===== src/rtl/ioreg_pkg.sv =====
package ioreg_pkg;
  localparam int IO_AW     = 6;
  localparam int BYTE_W    = 8;
  localparam int LOCAL_N   = 8;
  localparam int NUM_EXT   = 5;
  localparam int PTR_W     = 16;
  localparam int EXT_W     = PTR_W + BYTE_W;
  localparam int SEL_W     = $clog2(LOCAL_N);
  localparam int PAGE_W    = IO_AW - SEL_W;
  localparam logic [PAGE_W-1:0] LOCAL_PAGE = '1;

  typedef enum logic [SEL_W-1:0] {
    SEL_EXT_D   = 3'd0,
    SEL_EXT_X   = 3'd1,
    SEL_EXT_Y   = 3'd2,
    SEL_EXT_Z   = 3'd3,
    SEL_EXT_JMP = 3'd4,
    SEL_SP_LO   = 3'd5,
    SEL_SP_HI   = 3'd6,
    SEL_STATUS  = 3'd7
  } reg_sel_e;
endpackage


===== src/rtl/ioreg_rst_sync.sv =====
module ioreg_rst_sync (
  input  logic clk,
  input  logic rst_n,
  output logic rst_sync_n
);
  logic [1:0] stage_q;

  always_ff @(posedge clk or negedge rst_n) begin
    if (!rst_n) stage_q <= '0;
    else        stage_q <= {stage_q[0], 1'b1};
  end

  assign rst_sync_n = stage_q[1];
endmodule


===== src/rtl/ioreg_decode.sv =====
module ioreg_decode
  import ioreg_pkg::*;
#(
  parameter int BUS_AW = 16,
  parameter logic [BUS_AW-1:0] IO_BASE = 16'h0020
) (
  input  logic [IO_AW-1:0]   io_addr,
  input  logic               io_rd,
  input  logic               io_wr,
  output reg_sel_e           sel,
  output logic [LOCAL_N-1:0] wr_stb,
  output logic               bus_req,
  output logic               bus_we,
  output logic [BUS_AW-1:0]  bus_addr
);
  logic is_local;

  always_comb begin
    is_local = (io_addr[IO_AW-1:SEL_W] == LOCAL_PAGE);
    sel      = reg_sel_e'(io_addr[SEL_W-1:0]);
    wr_stb   = '0;
    if (is_local && io_wr) wr_stb[io_addr[SEL_W-1:0]] = 1'b1;
    bus_req  = !is_local && (io_rd || io_wr);
    bus_we   = !is_local && io_wr;
    bus_addr = IO_BASE + BUS_AW'(io_addr);
  end
endmodule


===== src/rtl/ioreg_ext_reg.sv =====
module ioreg_ext_reg
  import ioreg_pkg::*;
(
  input  logic              clk,
  input  logic              rst_n,
  input  logic              wr_en,
  input  logic              feat_en,
  input  logic [BYTE_W-1:0] wdata,
  output logic [EXT_W-1:0]  q_ext
);
  logic [BYTE_W-1:0] hi_q;
  logic              ld;

  always_comb begin
    ld = wr_en && feat_en;
  end

  always_ff @(posedge clk or negedge rst_n) begin
    if (!rst_n)  hi_q <= '0;
    else if (ld) hi_q <= wdata;
  end

  assign q_ext = {hi_q, {PTR_W{1'b0}}};


  ext_load_chk: assert property (@(posedge clk) disable iff (!rst_n)
    (wr_en && feat_en) |=> (q_ext[EXT_W-1:PTR_W] == $past(wdata)));

  ext_gated_chk: assert property (@(posedge clk) disable iff (!rst_n)
    (wr_en && !feat_en) |=> $stable(q_ext));
endmodule


===== src/rtl/ioreg_stack.sv =====
module ioreg_stack
  import ioreg_pkg::*;
#(
  parameter logic [2*BYTE_W-1:0] SP_INIT = 16'h08FF
) (
  input  logic                clk,
  input  logic                rst_n,
  input  logic                wr_lo,
  input  logic                wr_hi,
  input  logic                wide,
  input  logic [BYTE_W-1:0]   wdata,
  output logic [2*BYTE_W-1:0] sp
);
  logic [BYTE_W-1:0] lo_q, hi_q;
  logic              ld_lo, ld_hi;

  always_comb begin
    ld_lo = wr_lo;
    ld_hi = wr_hi && wide;
  end

  always_ff @(posedge clk or negedge rst_n) begin
    if (!rst_n)     lo_q <= SP_INIT[BYTE_W-1:0];
    else if (ld_lo) lo_q <= wdata;
  end

  always_ff @(posedge clk or negedge rst_n) begin
    if (!rst_n)     hi_q <= SP_INIT[2*BYTE_W-1:BYTE_W];
    else if (ld_hi) hi_q <= wdata;
  end

  assign sp = {hi_q, lo_q};


  sp_lo_only_chk: assert property (@(posedge clk) disable iff (!rst_n)
    wr_lo |=> (sp[BYTE_W-1:0] == $past(wdata)) && $stable(sp[2*BYTE_W-1:BYTE_W]));

  sp_hi_gated_chk: assert property (@(posedge clk) disable iff (!rst_n)
    (wr_hi && !wide) |=> $stable(sp));
endmodule


===== src/rtl/core_ioreg_bank.sv =====
module core_ioreg_bank
  import ioreg_pkg::*;
#(
  parameter int BUS_AW = 16,
  parameter logic [BUS_AW-1:0] IO_BASE = 16'h0020,
  parameter logic [15:0] SP_INIT = 16'h08FF
) (
  input  logic              clk,
  input  logic              rst_n,
  input  logic              cfg_dext_en,
  input  logic              cfg_xext_en,
  input  logic              cfg_yext_en,
  input  logic              cfg_zext_en,
  input  logic              cfg_sp16,
  input  logic [5:0]        io_addr,
  input  logic              io_rd,
  input  logic              io_wr,
  input  logic [7:0]        io_wdata,
  output logic [7:0]        io_rdata,
  output logic              bus_req,
  output logic              bus_we,
  output logic [BUS_AW-1:0] bus_addr,
  output logic [7:0]        bus_wdata,
  input  logic [7:0]        bus_rdata,
  output logic [23:0]       ptr_ext_d,
  output logic [23:0]       ptr_ext_x,
  output logic [23:0]       ptr_ext_y,
  output logic [23:0]       ptr_ext_z,
  output logic [23:0]       jmp_ext,
  output logic [15:0]       stack_ptr,
  output logic [7:0]        status
);
  logic               rst_i_n;
  reg_sel_e           sel;
  logic [LOCAL_N-1:0] wr_stb;
  logic [NUM_EXT-1:0] ext_feat;
  logic [EXT_W-1:0]   ext_q [NUM_EXT];
  logic [BYTE_W-1:0]  status_q;
  logic               status_ld;

  ioreg_rst_sync u_rst (
    .clk        (clk),
    .rst_n      (rst_n),
    .rst_sync_n (rst_i_n)
  );

  ioreg_decode #(.BUS_AW(BUS_AW), .IO_BASE(IO_BASE)) u_dec (
    .io_addr  (io_addr),
    .io_rd    (io_rd),
    .io_wr    (io_wr),
    .sel      (sel),
    .wr_stb   (wr_stb),
    .bus_req  (bus_req),
    .bus_we   (bus_we),
    .bus_addr (bus_addr)
  );

  assign bus_wdata = io_wdata;
  assign ext_feat  = {1'b1, cfg_zext_en, cfg_yext_en, cfg_xext_en, cfg_dext_en};

  for (genvar i = 0; i < NUM_EXT; i++) begin : g_ext
    ioreg_ext_reg u_ext (
      .clk     (clk),
      .rst_n   (rst_i_n),
      .wr_en   (wr_stb[i]),
      .feat_en (ext_feat[i]),
      .wdata   (io_wdata),
      .q_ext   (ext_q[i])
    );
  end

  assign ptr_ext_d = ext_q[SEL_EXT_D];
  assign ptr_ext_x = ext_q[SEL_EXT_X];
  assign ptr_ext_y = ext_q[SEL_EXT_Y];
  assign ptr_ext_z = ext_q[SEL_EXT_Z];
  assign jmp_ext   = ext_q[SEL_EXT_JMP];

  ioreg_stack #(.SP_INIT(SP_INIT)) u_sp (
    .clk   (clk),
    .rst_n (rst_i_n),
    .wr_lo (wr_stb[SEL_SP_LO]),
    .wr_hi (wr_stb[SEL_SP_HI]),
    .wide  (cfg_sp16),
    .wdata (io_wdata),
    .sp    (stack_ptr)
  );

  always_comb begin
    status_ld = wr_stb[SEL_STATUS];
  end

  always_ff @(posedge clk or negedge rst_i_n) begin
    if (!rst_i_n)       status_q <= '0;
    else if (status_ld) status_q <= io_wdata;
  end

  assign status = status_q;

  always_comb begin
    io_rdata = bus_rdata;
    if (!bus_req) begin
      case (sel)
        SEL_EXT_D:   io_rdata = ext_q[SEL_EXT_D][EXT_W-1:PTR_W];
        SEL_EXT_X:   io_rdata = ext_q[SEL_EXT_X][EXT_W-1:PTR_W];
        SEL_EXT_Y:   io_rdata = ext_q[SEL_EXT_Y][EXT_W-1:PTR_W];
        SEL_EXT_Z:   io_rdata = ext_q[SEL_EXT_Z][EXT_W-1:PTR_W];
        SEL_EXT_JMP: io_rdata = ext_q[SEL_EXT_JMP][EXT_W-1:PTR_W];
        SEL_SP_LO:   io_rdata = stack_ptr[7:0];
        SEL_SP_HI:   io_rdata = stack_ptr[15:8];
        SEL_STATUS:  io_rdata = status_q;
        default:     io_rdata = bus_rdata;
      endcase
    end
  end


  status_load_chk: assert property (@(posedge clk) disable iff (!rst_i_n)
    (io_wr && io_addr == 6'h3F) |=> (status == $past(io_wdata)));

  fwd_keeps_local_chk: assert property (@(posedge clk) disable iff (!rst_i_n)
    bus_req |=> $stable(status) && $stable(stack_ptr) && $stable(jmp_ext));

  local_no_bus_chk: assert property (@(posedge clk) disable iff (!rst_i_n)
    (io_addr[5:3] == 3'b111) |-> !bus_req);

  jmp_always_chk: assert property (@(posedge clk) disable iff (!rst_i_n)
    (io_wr && io_addr == 6'h3C) |=> (jmp_ext[23:16] == $past(io_wdata)));
endmodule


===== config.mk =====
export PLATFORM = sky130hd
export DESIGN_NAME = core_ioreg_bank
export DESIGN_NICKNAME = d
export VERILOG_FILES = /design/src/rtl/ioreg_pkg.sv /design/src/rtl/ioreg_rst_sync.sv /design/src/rtl/ioreg_decode.sv /design/src/rtl/ioreg_ext_reg.sv /design/src/rtl/ioreg_stack.sv /design/src/rtl/core_ioreg_bank.sv
export SDC_FILE = /design/constraint.sdc
export NUM_CORES = 1
export LEC_CHECK = 0
export BUFFER_PORTS_ARGS = -buffer_cell sky130_fd_sc_hd__clkbuf_2
export CORE_MARGIN = 2
export CORE_UTILIZATION = 46
export CTS_CLUSTER_SIZE = 40
export DETAILED_ROUTE_END_ITERATION = 12
export PLACE_DENSITY = 0.79
export SETUP_SLACK_MARGIN = 0.15
export SLEW_MARGIN = 20
export SYNTH_ARGS = -nofsm -noshare
export SYNTH_HDL_FRONTEND = slang
export SYNTH_SLANG_ARGS = --single-unit
export TNS_END_PERCENT = 10

===== constraint.sdc =====
create_clock -name clk -period 2.7 [get_ports clk]
set_clock_uncertainty 0.05 [all_clocks]
set_input_delay 0.54 -clock clk [delete_from_list [all_inputs] [get_ports clk]]
set_output_delay 0.54 -clock clk [all_outputs]
set_load 0.01 [all_outputs]

==> run summary, run 1 <==
Post-DRT Antenna Nets = 0
final net count = 487
# Max-Cap Violations = 0
final worst path period share = 88.8%
CP Class = in2out
post-synthesis async set-or-reset flop share = 100%
compound-cell area share of the yosys netlist = 5.31%
startpoint types = input pin
required time of the critical path = 2.11 ns
num rows = 33
Num CTS Buffers = 9
Area Growth Syn to Fin = 11.8%
Clk Latency, worst-skew pair = 0.33 ns
metal2 WL = 4.79 mm
cells after synthesis = 346
H-tree levels = 3
synth unique cells = 31
CTS root buffer = clkbuf_8
Detailed Place HPWL = 7.00 mm
Multi-input gate area = 1780 um2
Peak VDD IR = 422 uV
clock share of power = 30.4%
Post-Synth Adder-Cell Area = 0%
vias in the first global route = 2555
initial antenna violation count = 0
highest clock rate = 417 MHz
Die X = 96.8 um
Sw Ratio = 30.8%
commonest cells after routing, fill and taps aside = clkbuf_2 (118), conb_1 (90), mux2_2 (64)
CP arrival = 1.81 ns
Avg Cell Area, Syn = 11.4 um2
Final GP Congestion = 0.795
Netlist Area Pre-Place = 3960 um2
Diodes inserted = 0
core area = 8300 um2
Ports = 209
Post-Synth Simple-Gate Area = 7.11%
post-route minimum period = 2.40 ns
GRT Util Overall = 19.2%
met1 wire length = 3.76 mm
CTS tree = done
WL/cell = 16.4 um
Worst R2R Setup Slack = 1.84 ns
largest family of logic cells by synthesized area = multiplexers
DR vias/cell = 4.83
Hold Vio Cnt, Final = 0
drt pass-1 iters = 4
Clock transition at path regs = 0.07 ns
clk sinks = 66
IO Port Bufs = 119
combinational power share = 21.6%
Int Power = 0.00170 W
Critical Path End Type = output pin
PwrDens = 556 nW/um2
area leader, netlist = dfrtp_1
xor-xnor portion of the synthesized cell area = 0%
1st-iter DRT viols = 131
Worst Hold Class = reg2async
Synthesis Warnings = 0
most common cell after layout, fill and taps aside = clkbuf_2
top cell type's share of synthesized area = 36.0%
Placed Instances = 549
Layout fillers = 746
layout cells sized above 1 = 48.8%
DR DRC count = 0
leakage = 2.44 nW
Post-synth EDFFs = 0
R2R depth = 1
Vias = 2732
RSZ-0062 raised after global routing = false
outcome = finished clean
die area = 9370 um2
Post-Layout Cell Count = 566
flops & latches, synth = 66
wire length on met3 = 568 um
Slew Viols, Final = 0
CP Max Fanout = 38
Flop pwr share = 48.0%
main flop type after synthesis = dfrtp_1
Initial Util = 47.7%
top layer in use = met4
Slew @ Worst Pin = 0.570 ns
Reg area = 1660 um2
Psw = 0.000759 W
first-pass GRT wire length = 14.0 mm
largest net degree at the start of global routing = 39
Clock Path Buffers = 2
Max-slew headroom = 62.0%
final setup violating endpoints = 0
setup TNS = 0 ns
DRT Wirelength = 9.29 mm
die height = 96.8 um
top post-synthesis cells by area = dfrtp_1 (36%), buf_4 (20%), mux2_2 (18%)
mux share of post-synthesis cell area = 23.8%
gr ovfl total = 0
sequential area share after synthesis = 42.0%
==> metal layers <==
| layer | global-route usage (%) | up-vias |
|---|---|---|
| met1 | 23.7 | 1336 |
| met2 | 33.4 | 144 |
| li1 | - | 1236 |
| met3 | 3.25 | 16 |
| met4 | 7.58 | 0 |
| met5 | 0 | - |
==> cell type report <==
class                      instances  share of cell area [%]
inverter                           2                   0.170
timing repair buffer             127                    15.2
clock inverter                     3                   0.339
clock buffer                      13                    3.59
tap                              105                    2.97
sequential                        66                    37.6
multi-input combinational        250                    40.1
==> state kept, by name, summed over array words and instances (netlist names) <==
signal / count
status: 8
u_rst.stage_q: 2
g_ext.u_ext.hi_q: 40
u_sp.hi_q: 8
u_sp.lo_q: 8
==> cells by family (layout without fill, tap and decap cells) <==
logic type             after synthesis  count (layout)
other                                2              90
and+or+nand+nor                     41              41
muxes                               86              86
buffers and inverters              118             145
DFF                                 66              66
AOI/OAI and AO/OA                   33              33
==> synthesized netlist by cell type (2+ instances only) <==
library cell,number
and3_1,2
a211oi_1,7
mux2i_1,22
nand4b_2,2
o22ai_1,14
nand3_1,2
nand2b_1,2
inv_1,2
nor3b_1,7
dfrtp_1,57
o21ai_0,9
conb_1,2
buf_4,103
nor3_4,2
buf_2,4
dfstp_2,9
nand2_1,11
clkbuf_1,5
mux2_2,64
nand3_2,2
nor2_1,5
nand3b_1,2
buf_6,3
==> final timing paths <==
kind,from,to
setup reg to reg,u_sp.hi_q[2],u_sp.hi_q[2]
hold / removal,u_rst.stage_q[1],g_ext[4].u_ext.hi_q[0]
max in group asynchronous,u_rst.stage_q[1],u_sp.lo_q[3]
hold reg to reg,u_rst.stage_q[1],g_ext[4].u_ext.hi_q[0]
setup / recovery,io_addr[1],io_rdata[6]
min in group clk,u_rst.stage_q[0],u_rst.stage_q[1]
==> power by group through the flow <==
stage	Sequential (W)	Clock, W	Combinational [W]
3_3_place_gp	0.00119	0	0.000519
2_1_floorplan	0.00124	0	0.000367
5_1_grt	0.00119	0.000808	0.000577
3_5_place_dp	0.00120	0	0.000531
4_1_cts	0.00118	0.000757	0.000534
6_report	0.00118	0.000748	0.000531
==> critical path, cell delays in order <==
cell,delay [ns]
clkbuf_2,0.10
buf_12,0.23
mux2i_1,0.20
o21ai_0,0.11
a221oi_1,0.34
o31ai_1,0.13
clkbuf_2,0.14
==> stage by stage <==
step | hold WS [ns] | instance area, um2 | util [%] | power (W) | setup WS, ns
2_1_floorplan | 0.194 | 4290 | - | 0.00161 | 0.554
3_5_place_dp | 0.243 | 4230 | 51.0 | 0.00173 | 0.244
6_report | 0.240 | 4430 | 53.3 | 0.00246 | 0.302
4_1_cts | 0.250 | 4420 | 53.2 | 0.00247 | 0.245
3_3_place_gp | 0.220 | 4230 | 51.0 | 0.00171 | 0.289
5_1_grt | 0.273 | 4430 | 53.3 | 0.00258 | 0.165
==> timing repair <==
item / CTS / global route
endpoints found under the hold margin: 2 / 0
hold buffers: 1 / 0
gates resized for setup: 0 / 4
setup buffers: 0 / 0
endpoints found under the setup margin: 0 / 2
No activity file was read; power rests on OpenSTA's default activity.
==> inputs of run 2 (changes only) <==
ABC_AREA = 1   (was not set)
CORE_UTILIZATION = 47   (was 46)
==> run summary, run 2 <==
DRT Wirelength = 10.9 mm (was 9.29 mm)
Initial Util = 48.7% (was 47.7%)
Diodes inserted = 0 (unchanged)
Detailed Place HPWL = 8.11 mm (was 7.00 mm)
Largest Register = g_ext.u_ext.hi_q (unchanged)
Area Growth Syn to Fin = 9.07% (was 11.8%)
top cells by count, synth = nand2_1 (131), buf_4 (106), dfrtp_1 (57), nand4_1 (40), o21ai_1 (40) (was buf_4 (103), mux2_2 (64), dfrtp_1 (57), mux2i_1 (22), o22ai_1 (14))
Final GP Congestion = 0.896 (was 0.795)
Synthesis Warnings = 0 (unchanged)
commonest cells after routing, fill and taps aside = nand2_1 (130), clkbuf_2 (119), conb_1 (90) (was clkbuf_2 (118), conb_1 (90), mux2_2 (64))
final net count = 640 (was 487)
outcome = finished clean (unchanged)
Slew Viols, Final = 0 (unchanged)
Post-DRT Antenna Nets = 0 (unchanged)
PwrDens = 541 nW/um2 (was 556 nW/um2)
top cell type's share of synthesized area = 33.5% (was 36.0%)
Placed Instances = 705 (was 549)
highest clock rate = 413 MHz (was 417 MHz)
1st-iter DRT viols = 343 (was 131)
RSZ-0062 raised after global routing = false (unchanged)
R2R depth = 2 (was 1)
leakage = 2.62 nW (was 2.44 nW)
WL/cell = 15.1 um (was 16.4 um)
Pwr Total = 0.00252 W (was 0.00246 W)
setup bufs post-CTS = 0 (unchanged)
CP arrival = 1.83 ns (was 1.81 ns)
post-synthesis async set-or-reset flop share = 100% (unchanged)
clk sinks = 66 (unchanged)
main flop type after synthesis = dfrtp_1 (unchanged)
startpoint types = input pin (unchanged)
final setup violating endpoints = 0 (unchanged)
Netlist Area Pre-Place = 4260 um2 (was 3960 um2)
Peak VDD IR = 349 uV (was 422 uV)
H-tree levels = 3 (unchanged)
first-pass GRT wire length = 16.7 mm (was 14.0 mm)
top post-synthesis cells by area = dfrtp_1 (33%), buf_4 (19%), nand2_1 (12%) (was dfrtp_1 (36%), buf_4 (20%), mux2_2 (18%))
CP Max Fanout = 29 (was 38)
synth unique cells = 25 (was 31)
Num CTS Buffers = 9 (unchanged)
required time of the critical path = 2.11 ns (about the same)
Vias = 3665 (was 2732)
FF-to-FF End = u_sp.lo_q[2] (was u_sp.hi_q[2])
DR DRC count = 0 (unchanged)
die height = 99.3 um (was 96.8 um)
Layout fillers = 784 (was 746)
Ports = 209 (unchanged)
Worst Hold Class = reg2async (unchanged)
Clock transition at path regs = 0.07 ns (about the same)
layout cells sized above 1 = 31.6% (was 48.8%)
GRT Util Overall = 21.8% (was 19.2%)
IO Port Bufs = 119 (unchanged)
num rows = 34 (was 33)
CTS root buffer = clkbuf_8 (unchanged)
cells after synthesis = 510 (was 346)
Die X = 99.3 um (was 96.8 um)
vias in the first global route = 3212 (was 2555)
max reg flops = 40 (unchanged)
most common cell after layout, fill and taps aside = nand2_1 (was clkbuf_2)
Clock Path Buffers = 2 (unchanged)
Post-Layout Cell Count = 722 (was 566)
# Max-Cap Violations = 0 (unchanged)
area leader, netlist = dfrtp_1 (unchanged)
Avg Cell Area, Syn = 8.36 um2 (was 11.4 um2)
drt pass-1 iters = 5 (was 4)
worst r2r src = u_sp.lo_q[2] (was u_sp.hi_q[2])
die area = 9850 um2 (was 9370 um2)
sequential area share after synthesis = 39.0% (was 42.0%)
Slew @ Worst Pin = 0.505 ns (was 0.570 ns)
Clk Latency, worst-skew pair = 0.34 ns (was 0.33 ns)
CTS tree = done (unchanged)
gr ovfl total = 0 (unchanged)
DR vias/cell = 5.08 (was 4.83)
flops & latches, synth = 66 (unchanged)
core area = 8760 um2 (was 8300 um2)
final worst path period share = 89.6% (was 88.8%)
CP Class = in2out (unchanged)
Critical Path End Type = output pin (unchanged)
count leader, synth = nand2_1 (was buf_4)
Hold Vio Cnt, Final = 0 (unchanged)
setup TNS = 0 ns (unchanged)
Max-slew headroom = 66.3% (was 62.0%)
Post-synth EDFFs = 0 (unchanged)
largest net degree at the start of global routing = 65 (was 39)
Worst R2R Setup Slack = 1.88 ns (was 1.84 ns)
initial antenna violation count = 0 (unchanged)
post-route minimum period = 2.42 ns (was 2.40 ns)
run 2: what timing repair did:
action,4_1_cts,5_1_grt
endpoints found under the setup margin,0,8
hold buffers,1,0
gates resized for setup,0,1
hold endpoints to repair,2,0
run 2: logic make-up (layout without fill, tap and decap cells):
logic type             Yosys count  count (layout)  synth area share, %
AND/OR/NAND/NOR                219             219                 26.1
flip-flops                      66              66                 39.0
buffers and inverters          151             167                 24.1
AO/OA/AOI/OAI                   72              72                 10.6
other                            2              90                0.176
run 2: through the flow:
step	utilization (%)	setup WS [ns]	instance area [um2]	hold WS (ns)
CTS	53.0	0.249	4650	0.253
floorplan	-	0.692	4590	0.194
detailed placement	50.8	0.255	4460	0.243
global route	53.1	0.192	4650	0.276
finish	53.1	0.280	4650	0.231
global placement	50.8	0.313	4460	0.233
run 2: worst max-delay path by stage:
stage / from / end / slack [ns] / cells after the start
floorplan: u_rst.stage_q[1] / g_ext[0].u_ext.hi_q[0] / 0.69 / 0
global placement: io_addr[0] / io_rdata[2] / 0.31 / 9
detailed placement: io_addr[0] / io_rdata[2] / 0.26 / 9
CTS: io_addr[0] / io_rdata[2] / 0.25 / 9
global route: io_wr / io_rdata[2] / 0.19 / 7
finish: io_addr[0] / io_rdata[6] / 0.28 / 9
run 2: layout make-up:
type,instances,area (um2),share of cell area [%]
clock buffers,14,173,3.71
multi-input cells,381,1900,40.9
flip-flops and latches,66,1660,35.8
well taps,108,135,2.91
repair buffers,128,678,14.6
inverters,23,86.3,1.86
clock inverters,2,10.0,0.215
run 2: power by group:
group / internal (W) / leakage (nW) / switching (W)
registers: 0.00110 / 0.861 / 0.0000928
clock network: 0.000407 / 0.0965 / 0.000369
logic: 0.000183 / 1.67 / 0.000366
total: 0.00169 / 2.62 / 0.000828
run 2: critical path, cell delays in order:
cell and delay (ns):
clkbuf_2 0.25, buf_4 0.38, nand4_1 0.19, nand2_1 0.10, nor2_1 0.04, nand2_1 0.06
nand2_1 0.06, nand2_1 0.06, clkbuf_2 0.14
run 2: per-layer routing:
metal	up-vias	routed length, um	GRT usage (%)
met3	30	973	4.57
met2	234	5280	34.9
met4	0	359	8.64
met1	1701	4280	29.1
met5	-	0	0
li1	1700	-	-
==> inputs of run 3 (changes only) <==
CELL_PAD_IN_SITES_DETAIL_PLACEMENT = 0   (was not set)
CELL_PAD_IN_SITES_GLOBAL_PLACEMENT = 1   (was not set)
CORE_UTILIZATION = 30   (was 47)
PLACE_DENSITY = 0.75   (was 0.79)
clock period = 2.1 ns   (was 2.7 ns; I/O delays follow)
==> run summary, run 3 (synthesized netlist as in run 2, its figures left out) <==
Hold Vio Cnt, Final = 0 (unchanged)
Area Growth Syn to Fin = 18.5% (was 9.07%)
Clock Path Buffers = 2 (unchanged)
delay-heaviest family, CP = simple AND/OR/NAND/NOR gates (was buffers and inverters)
max reg flops = 40 (unchanged)
Largest Register = g_ext.u_ext.hi_q (unchanged)
vias in the first global route = 3220 (was 3212)
Ports = 209 (unchanged)
Worst R2R Setup Slack = 1.07 ns (was 1.88 ns)
DR DRC count = 0 (unchanged)
H-tree levels = 3 (unchanged)
DR vias/cell = 4.43 (was 5.08)
RSZ-0062 raised after global routing = true (was false)
commonest cells after routing, fill and taps aside = nand2_1 (130), clkbuf_2 (114), conb_1 (90) (was nand2_1 (130), clkbuf_2 (119), conb_1 (90))
clk sinks = 66 (unchanged)
Num CTS Buffers = 9 (unchanged)
required time of the critical path = 1.63 ns (was 2.11 ns)
final net count = 652 (was 640)
leakage = 2.76 nW (was 2.62 nW)
core area = 13900 um2 (was 8760 um2)
CTS root buffer = clkbuf_16 (was clkbuf_8)
DRT Wirelength = 11.9 mm (was 10.9 mm)
Slowest-stage cell, CP = dfrtp_1 (was buf_4)
GRT Util Overall = 16.1% (was 21.8%)
drt pass-1 iters = 5 (unchanged)
Slew @ Worst Pin = 0.615 ns (was 0.505 ns)
CP Class = reg2out (was in2out)
Cell Chain, Critical Path = nand4_1, nand2_1, nor2_1, nand2_1, nand2_1, nand2_1, buf_2 (was clkbuf_2, buf_4, nand4_1, nand2_1, nor2_1, nand2_1, nand2_1, nand2_1, clkbuf_2)
WP buf/inv = 1 (was 3)
Clk Latency, worst-skew pair = 0.34 ns (about the same)
PwrDens = 731 nW/um2 (was 541 nW/um2)
Vias = 3568 (was 3665)
highest clock rate = 524 MHz
1st-iter DRT viols = 261 (was 343)
first-pass GRT wire length = 18.1 mm (was 16.7 mm)
Initial Util = 30.7% (was 48.7%)
wire length on met3 = 743 um (was 973 um)
outcome = finished clean (unchanged)
Diodes inserted = 0 (unchanged)
largest net degree at the start of global routing = 41 (was 65)
WL/cell = 14.7 um (was 15.1 um)
CP arrival = 1.44 ns (was 1.83 ns)
startpoint types = register (was input pin)
Worst Hold Class = reg2async (unchanged)
most common cell after layout, fill and taps aside = nand2_1 (unchanged)
met1 wire length = 5.29 mm (was 4.28 mm)
Die X = 123 um (was 99.3 um)
final worst path period share = 90.9%
CTS tree = done (unchanged)
final setup violating endpoints = 0 (unchanged)
post-route cell area = 5050 um2 (was 4650 um2)
worst r2r src = u_rst.stage_q[1] (was u_sp.lo_q[2])
R2R depth = 1 (was 2)
placed inst area = 4630 um2 (was 4460 um2)
Slew Viols, Final = 0 (unchanged)
Max-slew headroom = 59.0% (was 66.3%)
setup TNS = 0 ns (unchanged)
gr ovfl total = 0 (unchanged)
Post-DRT Antenna Nets = 0 (unchanged)
initial antenna violation count = 0 (unchanged)
# Max-Cap Violations = 0 (unchanged)
layout cells sized above 1 = 34.2% (was 31.6%)
metal2 WL = 5.52 mm (was 5.28 mm)
num rows = 43 (was 34)
Worst path max stage delay = 0.43 ns (was 0.38 ns)
FF-to-FF End = u_sp.lo_q[3] (was u_sp.lo_q[2])
Detailed Place HPWL = 9.16 mm (was 8.11 mm)
die height = 123 um (was 99.3 um)
Final GP Congestion = 0.952 (was 0.896)
Critical Path End Type = output pin (unchanged)
top layer in use = met4 (unchanged)
die area = 15200 um2 (was 9850 um2)
CP Max Fanout = 3 (was 29)
IO Port Bufs = 119 (unchanged)
Clock transition at path regs = 0.05 ns (was 0.07 ns)
most frequent CP cell = nand2_1 (unchanged)
Peak VDD IR = 352 uV (was 349 uV)
post-route minimum period = 1.91 ns
## run 3: cell types whose count changed in the layout (fill, tap and decap cells not counted), sizes merged
cell	previous run	this run
clkbuf	133	128
buf	8	24
clkinvlp	0	1
## run 3: worst max-delay path by stage
stage	from	to	slack [ns]	cells past startpoint
after floorplan	io_wr	io_rdata[0]	0.35	5
after global placement	io_addr[1]	io_rdata[2]	0.11	10
after detailed placement	io_addr[1]	io_rdata[7]	0.10	9
after CTS	io_addr[0]	io_rdata[5]	0.14	9
after global routing	u_sp.lo_q[5]	io_rdata[5]	0.12	7
final	g_ext[3].u_ext.hi_q[6]	io_rdata[6]	0.19	7
## run 3: routing by layer
metal  GRT usage (%)  vias to the layer above
met3            3.18                       18
met4            7.03                        0
met5               0                        -
met2            24.8                      187
met1            21.9                     1640
li1                -                     1723
## run 3: through the flow
stage	hold slack [ns]	worst slack [ns]	power [W]	cells	utilization [%]
final	0.230	0.191	0.00369	806	36.4
after global routing	0.285	0.119	0.00387	806	36.4
after CTS	0.261	0.144	0.00370	804	35.8
after detailed placement	0.160	0.102	0.00229	786	33.3
after global placement	0.158	0.111	0.00228	786	33.3
after floorplan	0.0744	0.352	0.00209	598	-
## run 3: final cells by class
class | instances | area, um2
timing repair buffer | 140 | 852
clock buffer | 13 | 260
tap | 180 | 225
sequential | 66 | 1660
inverter | 23 | 97.6
multi-input combinational | 381 | 1940
clock inverter | 3 | 15.0
fill | 1446 | 8830
## run 3: report_power, final
| part | switching (W) | internal [W] | total (W) |
|---|---|---|---|
| logic | 0.000476 | 0.000273 | 0.000749 |
| registers | 0.000140 | 0.00142 | 0.00156 |
| clock network | 0.000531 | 0.000856 | 0.00139 |
## run 3: repair_timing
item	in CTS	in global routing
pin swaps	1	2
hold endpoints to repair	2	0
gates cloned	1	0
buffers inserted	0	2
setup endpoints to repair	8	8
hold buffers	1	0
gates resized for setup	13	27
